--- config.mk ---
export PLATFORM = sky130hd
export DESIGN_NAME = ewr_status_top
export DESIGN_NICKNAME = d
export VERILOG_FILES = /design/src/rtl/ewr_pkg.sv /design/src/rtl/ewr_busy_timer.sv /design/src/rtl/ewr_status_regs.sv /design/src/rtl/ewr_read_mux.sv /design/src/rtl/ewr_status_top.sv
export SDC_FILE = /design/constraint.sdc
export NUM_CORES = 1
export LEC_CHECK = 0
export ABC_AREA = 1
export BUFFER_PORTS_ARGS = -buffer_cell sky130_fd_sc_hd__clkbuf_2
export CORE_MARGIN = 1
export CORE_UTILIZATION = 40
export CTS_CLUSTER_DIAMETER = 100
export DETAILED_ROUTE_END_ITERATION = 16
export PLACE_DENSITY_LB_ADDON = 0.2
export REMOVE_ABC_BUFFERS = 1
export SYNTH_ARGS = -nofsm -noshare
export SYNTH_HDL_FRONTEND = slang
export SYNTH_SLANG_ARGS = --single-unit
export TNS_END_PERCENT = 30
--- constraint.sdc ---
create_clock -name clk -period 0.8 [get_ports clk]
set_input_delay 0.16 -clock clk [delete_from_list [all_inputs] [get_ports clk]]
set_output_delay 0.16 -clock clk [all_outputs]
set_load 0.01 [all_outputs]
--- src/rtl/ewr_pkg.sv ---
package ewr_pkg;
  typedef enum logic [1:0] {
    WOP_PROGRAM = 2'b00,
    WOP_SECTOR  = 2'b01,
    WOP_CHIP    = 2'b10,
    WOP_CHIP_B  = 2'b11
  } wop_e;
endpackage

--- src/rtl/ewr_busy_timer.sv ---
module ewr_busy_timer
  import ewr_pkg::*;
#(
  parameter int PROG_CYCLES = 40,
  parameter int SECT_CYCLES = 120,
  parameter int CHIP_CYCLES = 250
) (
  input  logic clk,
  input  logic rst_n,
  input  logic launch_i,
  input  wop_e op_i,
  output logic busy_o
);
  localparam int MAXC1 = (PROG_CYCLES > SECT_CYCLES) ? PROG_CYCLES : SECT_CYCLES;
  localparam int MAXC  = (MAXC1 > CHIP_CYCLES) ? MAXC1 : CHIP_CYCLES;
  localparam int CW    = $clog2(MAXC + 1);
  localparam logic [CW-1:0] PROG_LD = CW'(PROG_CYCLES - 1);
  localparam logic [CW-1:0] SECT_LD = CW'(SECT_CYCLES - 1);
  localparam logic [CW-1:0] CHIP_LD = CW'(CHIP_CYCLES - 1);

  logic [CW-1:0] cnt_q, cnt_d, load_val;
  logic          busy_q, busy_d;

  always_comb begin
    unique case (op_i)
      WOP_PROGRAM: load_val = PROG_LD;
      WOP_SECTOR:  load_val = SECT_LD;
      default:     load_val = CHIP_LD;
    endcase
  end

  always_comb begin
    cnt_d  = cnt_q;
    busy_d = busy_q;
    if (launch_i) begin
      busy_d = 1'b1;
      cnt_d  = load_val;
    end else if (busy_q) begin
      if (cnt_q == '0) busy_d = 1'b0;
      else             cnt_d  = cnt_q - 1'b1;
    end
  end

  always_ff @(posedge clk or negedge rst_n) begin
    if (!rst_n) begin
      cnt_q  <= '0;
      busy_q <= 1'b0;
    end else begin
      cnt_q  <= cnt_d;
      busy_q <= busy_d;
    end
  end

  assign busy_o = busy_q;

  assert_busy_hold_R2: assert property (@(posedge clk) disable iff (!rst_n)
    (busy_q && cnt_q != '0 && !launch_i) |=> busy_q);
  assert_busy_end_R3: assert property (@(posedge clk) disable iff (!rst_n)
    (busy_q && cnt_q == '0 && !launch_i) |=> !busy_q);
  assert_no_launch_busy_R9: assert property (@(posedge clk) disable iff (!rst_n)
    busy_q |-> !launch_i);
endmodule

--- src/rtl/ewr_status_regs.sv ---
module ewr_status_regs
  import ewr_pkg::*;
(
  input  logic clk,
  input  logic rst_n,
  input  logic launch_i,
  input  wop_e op_i,
  input  logic wbit7_i,
  input  logic busy_i,
  input  logic rd_i,
  output logic is_prog_o,
  output logic poll_o,
  output logic tog_o
);
  wop_e op_q, op_d;
  logic d7_q, d7_d;
  logic tog_q, tog_d;

  always_comb begin
    op_d  = op_q;
    d7_d  = d7_q;
    tog_d = tog_q;
    if (launch_i) begin
      op_d  = op_i;
      d7_d  = wbit7_i;
      tog_d = 1'b0;
    end else if (busy_i && rd_i) begin
      tog_d = ~tog_q;
    end
  end

  always_ff @(posedge clk or negedge rst_n) begin
    if (!rst_n) begin
      op_q  <= WOP_PROGRAM;
      d7_q  <= 1'b0;
      tog_q <= 1'b0;
    end else begin
      op_q  <= op_d;
      d7_q  <= d7_d;
      tog_q <= tog_d;
    end
  end

  assign is_prog_o = (op_q == WOP_PROGRAM);
  assign poll_o    = is_prog_o ? ~d7_q : 1'b0;
  assign tog_o     = ~tog_q;

  assert_tog_fresh_R10: assert property (@(posedge clk) disable iff (!rst_n)
    $rose(busy_i) |-> (tog_q == 1'b0));
  assert_tog_flip_R6: assert property (@(posedge clk) disable iff (!rst_n)
    (busy_i && rd_i) |=> (tog_q != $past(tog_q)));
  assert_hold_op_R9: assert property (@(posedge clk) disable iff (!rst_n)
    (busy_i && !launch_i) |=> ($stable(op_q) && $stable(d7_q)));
endmodule

--- src/rtl/ewr_read_mux.sv ---
module ewr_read_mux #(
  parameter int DW = 8
) (
  input  logic          busy_i,
  input  logic          poll_i,
  input  logic          tog_i,
  input  logic [DW-1:0] array_i,
  output logic [DW-1:0] rdata_o
);
  localparam int POLL_BIT = DW - 1;
  localparam int TOG_BIT  = DW - 2;

  always_comb begin
    rdata_o = array_i;
    if (busy_i) begin
      rdata_o[POLL_BIT] = poll_i;
      rdata_o[TOG_BIT]  = tog_i;
    end
  end
endmodule

--- src/rtl/ewr_status_top.sv ---
module ewr_status_top
  import ewr_pkg::*;
#(
  parameter int DW          = 8,
  parameter int PROG_CYCLES = 40,
  parameter int SECT_CYCLES = 120,
  parameter int CHIP_CYCLES = 250
) (
  input  logic          clk,
  input  logic          rst_n,
  input  logic          start_i,
  input  logic [1:0]    op_i,
  input  logic [DW-1:0] wdata_i,
  input  logic          rd_i,
  input  logic [DW-1:0] array_i,
  output logic [DW-1:0] rdata_o,
  output logic          busy_o
);
  logic rst_s1_q, rst_s2_q;
  logic launch, poll, tog, is_prog;
  wop_e op_e;

  always_ff @(posedge clk or negedge rst_n) begin
    if (!rst_n) begin
      rst_s1_q <= 1'b0;
      rst_s2_q <= 1'b0;
    end else begin
      rst_s1_q <= 1'b1;
      rst_s2_q <= rst_s1_q;
    end
  end

  assign op_e   = wop_e'(op_i);
  assign launch = start_i && !busy_o;

  ewr_busy_timer #(
    .PROG_CYCLES(PROG_CYCLES),
    .SECT_CYCLES(SECT_CYCLES),
    .CHIP_CYCLES(CHIP_CYCLES)
  ) u_timer (
    .clk      (clk),
    .rst_n    (rst_s2_q),
    .launch_i (launch),
    .op_i     (op_e),
    .busy_o   (busy_o)
  );

  ewr_status_regs u_regs (
    .clk       (clk),
    .rst_n     (rst_s2_q),
    .launch_i  (launch),
    .op_i      (op_e),
    .wbit7_i   (wdata_i[DW-1]),
    .busy_i    (busy_o),
    .rd_i      (rd_i),
    .is_prog_o (is_prog),
    .poll_o    (poll),
    .tog_o     (tog)
  );

  ewr_read_mux #(.DW(DW)) u_mux (
    .busy_i  (busy_o),
    .poll_i  (poll),
    .tog_i   (tog),
    .array_i (array_i),
    .rdata_o (rdata_o)
  );

  assert_erase_poll_low_R5: assert property (@(posedge clk) disable iff (!rst_s2_q)
    (busy_o && !is_prog) |-> !rdata_o[DW-1]);
  assert_idle_passthru_R8: assert property (@(posedge clk) disable iff (!rst_s2_q)
    !busy_o |-> (rdata_o == array_i));
  assert_low_bits_R7: assert property (@(posedge clk) disable iff (!rst_s2_q)
    busy_o |-> (rdata_o[DW-3:0] == array_i[DW-3:0]));
  assert_start_rises_R2: assert property (@(posedge clk) disable iff (!rst_s2_q)
    (start_i && !busy_o) |=> busy_o);
endmodule

# Word level (Yosys, flattened, before mapping)
# Cells that the tools add are included.
[op_classes] reduce_logical=9 addsub=1 muxes=11 n_bitwise=2 eq_ne=2
[op_table] cell="$mux W8" count=3
[op_table] cell="$pmux W8 S2" count=1
[op_table] cell="$logic_not A8 Y1" count=1
[op_table] cell="$sub A8 B1 Y8 const B" count=1
[op_table] cell="$mux W1" count=6
[op_table] cell="$logic_not A2 Y1" count=2
[op_table] cell="$reduce_bool A2 Y1" count=2
[op_table] cell="$eq A2 B1 Y1 const B" count=1
[op_table] cell="$logic_and A1 B1 Y1" count=2
[op_table] cell="$mux W2" count=1
[op_table] cell="$ne A2 B2 Y1 const B" count=1
[op_table] cell="$not A1 Y1" count=2
[op_table] cell="$reduce_and A2 Y1" count=1
[op_table] cell="$logic_not A1 Y1" count=1
[word_totals] ff_bits=15 in_bits=22 output_inout_bits=9

# Depth between registers and ports, before layout
[logic_depth] depth_word=4 ltp_mapped=8 mapped_depth_nobuf=8

# Hierarchy
# Synthesis repeated with hierarchy kept, for this count alone.
[hier_totals] cells_unflattened=125 area_unflattened_um2=904.6
[by_module_without_submodules] mod="ewr_busy_timer" cells_per_inst=84 area_per_inst_um2=595.6 n_inst=1
[by_module_without_submodules] mod="ewr_status_regs" cells_per_inst=23 area_per_inst_um2=173.9 n_inst=1
[by_module_without_submodules] mod="ewr_read_mux" cells_per_inst=13 area_per_inst_um2=71.3 n_inst=1
[by_module_without_submodules] mod="ewr_status_top" cells_per_inst=5 area_per_inst_um2=63.8 n_inst=1

# Worst setup path before layout
# Ideal clock, no wire load.
[synth_path] kind="reg-to-reg" from="register u_timer.cnt_q[0]" to="register u_timer.cnt_q[5]" required_ns=0.682 path_slack_ns=-0.514 arrival_ns=1.196 setup_ns=0.118 path_buffers=0 stages_incl_launch_ff=8 synth_period_minus_slack_ns=1.314 path_cell_list="dfrtp_1 > inv_1 > ha_1 > nand3_1 > o21ai_4 > nand2_4 > nand2_1 > o21ai_2"
[synth_between] elab_chain_len=4 elab_cells_between_ends=7 classes_between="add/sub (1); eq/ne (1); mux (3); reduce/logical (2)"
[synth_rtl] element="start: declaration" line_no="ewr_busy_timer.sv:21" text="logic [CW-1:0] cnt_q, cnt_d, load_val;"
[synth_rtl] element="start signal: assignment" line_no="ewr_busy_timer.sv:49" text="cnt_q <= cnt_d;"
[synth_rtl] element="$sub A8 B1 Y8" line_no="ewr_busy_timer.sv:40" text="else cnt_d = cnt_q - 1'b1;"
[synth_rtl] element="$mux W8" line_no="ewr_busy_timer.sv:39" text="if (cnt_q == '0) busy_d = 1'b0;"
[synth_rtl] element="$mux W8" line_no="ewr_busy_timer.sv:38" text="end else if (busy_q) begin"
[synth_rtl] element="$mux W8" line_no="ewr_busy_timer.sv:35" text="if (launch_i) begin"
# Several ways; a longest one is shown, not always the timed one. The select of a mux whose other input is x is not followed.
# A chain may end at the register's enable or synchronous reset.

# Worst setup path in the final report
[layout_path] from="register u_timer.busy_q, in the netlist u_timer.busy_o" to="output port rdata_o[7]"
[layout_between] elab_chain_len=1
[layout_rtl] element="start: declaration" line_no="ewr_busy_timer.sv:22" text="logic busy_q, busy_d;"
[layout_rtl] element="start signal: assignment" line_no="ewr_busy_timer.sv:50" text="busy_q <= busy_d;"
[layout_rtl] element="$mux W2" line_no="ewr_read_mux.sv:15" text="if (busy_i) begin"
[layout_rtl] element="end: declaration" line_no="ewr_status_top.sv:16" text="output logic [DW-1:0] rdata_o,"
# Every way passes these cells.

==> out/qor.yml <==
cts.sinks: 15
max_cap_viol_count: 0
firstDrtPassIters: 4
dp_hpwl_um: 1490
min_period_ps: 1360
drc: 0
ys_ff_latch: 15
timing.final.crit_share: 1.70
critPathKind: "reg2out"
finalHoldViolCount: 0
syn-mean-instance-area_um2: 7.86
min-delay-path-class: "in2reg"
required_ps: 640
fmax_ghz: 0.735
setup_violations: 16
synthesis.area_um2: 857
clock_skew_ps: 10.2
yosysUniqueCellTypes: 23
netlist_instances: 109
leakage_nw: 0.634
yosysSeqAreaShare: 0.438
failed_checks: "setup timing"
final_common_cell: "nand2_1"
viasPerCell: 5.00
first_global_vias: 845
layout.nets: 172
io_buffers: 11
critPathMaxFanout: 3
synthesis.yosys.warnings: 0
dieHeight_um: 48.3
syn_to_final_growth_pct: 53.3
final_layout_size_suffix_gt1_frac: 0.497
rsz0062_at_grt: "true"
cts_tree: "yes"
ant_nets: 0
place.gp.congestion: 0.886
wl_um: 2370
coreArea_um2: 1980
crit_path_start_kind: "flop"
ir_drop_uv: 900
die_x_um: 48.3
clk_pin_slew_ps: 110
tns_ps: -6800
finalMaxSlewViolations: 0
row_count: 16
grt_start_max_net_pins: 14
status: "finished, violations left"
cp-end-kind: "output pin"
n_antenna_cell: 0
setup_slack_ps: -560
drt_iter0_drc: 13
grt_pass1_wl_um: 3530
numCtsBuffers: 3
io_pins: 31
die_area_um2: 2330
dp_slack_ps: -621
grt_usage: 0.225
p_per_area_nw_per_um2: 1000
routedWlPerCell_um: 13.6
antenna_found_initial: 0
clock_path_buffers: 2
clock-root-buffer: "clkbuf_4"
grt_overflow: 0
initial_core_util: 0.432
r2r_setup_slack_ps: -540
worstSkewPairLatency_ps: 290
final_cell_mix: "nand2_1, buf_4, dfrtp_1"
cts_max_level: 1
via_count: 870
cp.arrival_ps: 1200
-- worst paths after layout --
| kind | to | from | cells past startpoint |
|---|---|---|---|
| max in group asynchronous | u_timer.cnt_q[4]$_DFFE_PN0P_ | rst_s2_q$_DFF_PN0_ | 1 |
| min | u_regs.d7_q$_DFFE_PN0P_ | wdata_i[7] | 3 |
| max reg2reg | u_timer.cnt_q[2]$_DFFE_PN0P_ | u_timer.cnt_q[0]$_DFFE_PN0P_ | 9 |
| min reg2reg | u_regs.d7_q$_DFFE_PN0P_ | rst_s2_q$_DFF_PN0_ | 1 |
| min in group asynchronous | rst_s2_q$_DFF_PN0_ | rst_n | 2 |
| max | rdata_o[7] | u_timer.busy_o$_DFF_PN0_ | 5 |
-- cells by family (layout without fill, tap and decap cells) --
kind of cell / after synthesis / in the layout / synth area share
buffers and inverters: 16 / 53 / 0.0978
AO/OA/AOI/OAI: 16 / 16 / 0.115
adder cells (fa/ha/maj): 2 / 2 / 0.0292
AND/OR/NAND/NOR: 58 / 59 / 0.305
other: 1 / 1 / 0.00438
flip-flops: 15 / 15 / 0.438
XOR/XNOR: 1 / 1 / 0.0102
-- through the flow --
step | area [um2] | power [mW] | hold WS, ps | utilization | std cells
floorplan | 807 | 0.813 | -136 | - | 102
global placement | 1060 | 0.856 | -54.4 | 0.535 | 162
detailed placement | 1060 | 0.858 | -52.7 | 0.535 | 162
CTS | 1230 | 1.32 | 64.8 | 0.619 | 170
global route | 1310 | 1.38 | 80.1 | 0.663 | 174
finish | 1310 | 1.32 | 61.3 | 0.663 | 174
-- per-layer routing --
metal / routed length, um / share of wire / up-vias / track usage
li1: - / - / 428 / -
met3: 86 / 0.036 / 7 / 0.0704
met4: 33 / 0.014 / 0 / 0.117
met5: 0 / 0 / - / 0
met1: 1030 / 0.43 / 409 / 0.279
met2: 1220 / 0.52 / 26 / 0.349
-- worst max-delay path, cell delays in order (launching register included) --
cell	delay, ps
dfrtp_1	420
inv_2	100
buf_4	120
nand2_1	60
o41ai_2	40
buf_2	170
-- registers in the layout (all words and copies together), names as in the netlist --
signal	cells
u_timer.cnt_q	8
u_regs.tog_q	1
u_regs.d7_q	1
rst_s1_q	1
u_timer.busy_o	1
u_regs.op_q	2
rst_s2_q	1
-- power breakdown --
part	switching, mW	internal (mW)
combinational	0.0395	0.0361
clock	0.274	0.190
sequential	0.00923	0.770
-- timing repair --
action | 4_1_cts | 5_1_grt
gates resized for setup | 29 | 16
pin swaps | 12 | 5
setup endpoints to repair | 16 | 16
gates cloned | 1 | 0
hold buffers | 1 | 0
setup buffers | 2 | 4
endpoints found under the hold margin | 2 | 0
-- cell type report --
cell class              count  area (um2)
clock buffers               3        22.5
repair buffers             40         310
well taps                  27        33.8
flip-flops and latches     15         375
clock inverters             1        7.51
inverters                   9        38.8
fillers                   159         668
multi-input cells          79         526
-- cells in the mapped netlist (all sizes together) --
cell	n	area [um2]
a21oi	1	5.00
buf	7	50.0
conb	1	3.75
dfrtp	15	375
ha	2	25.0
inv	9	33.8
nand2	35	144
nand3	13	65.1
nand4	1	6.26
nor2	8	40.0
o21ai	14	85.1
o41ai	1	8.76
or2	1	6.26
xnor2	1	8.76
Power figures use the tool's default switching activity.
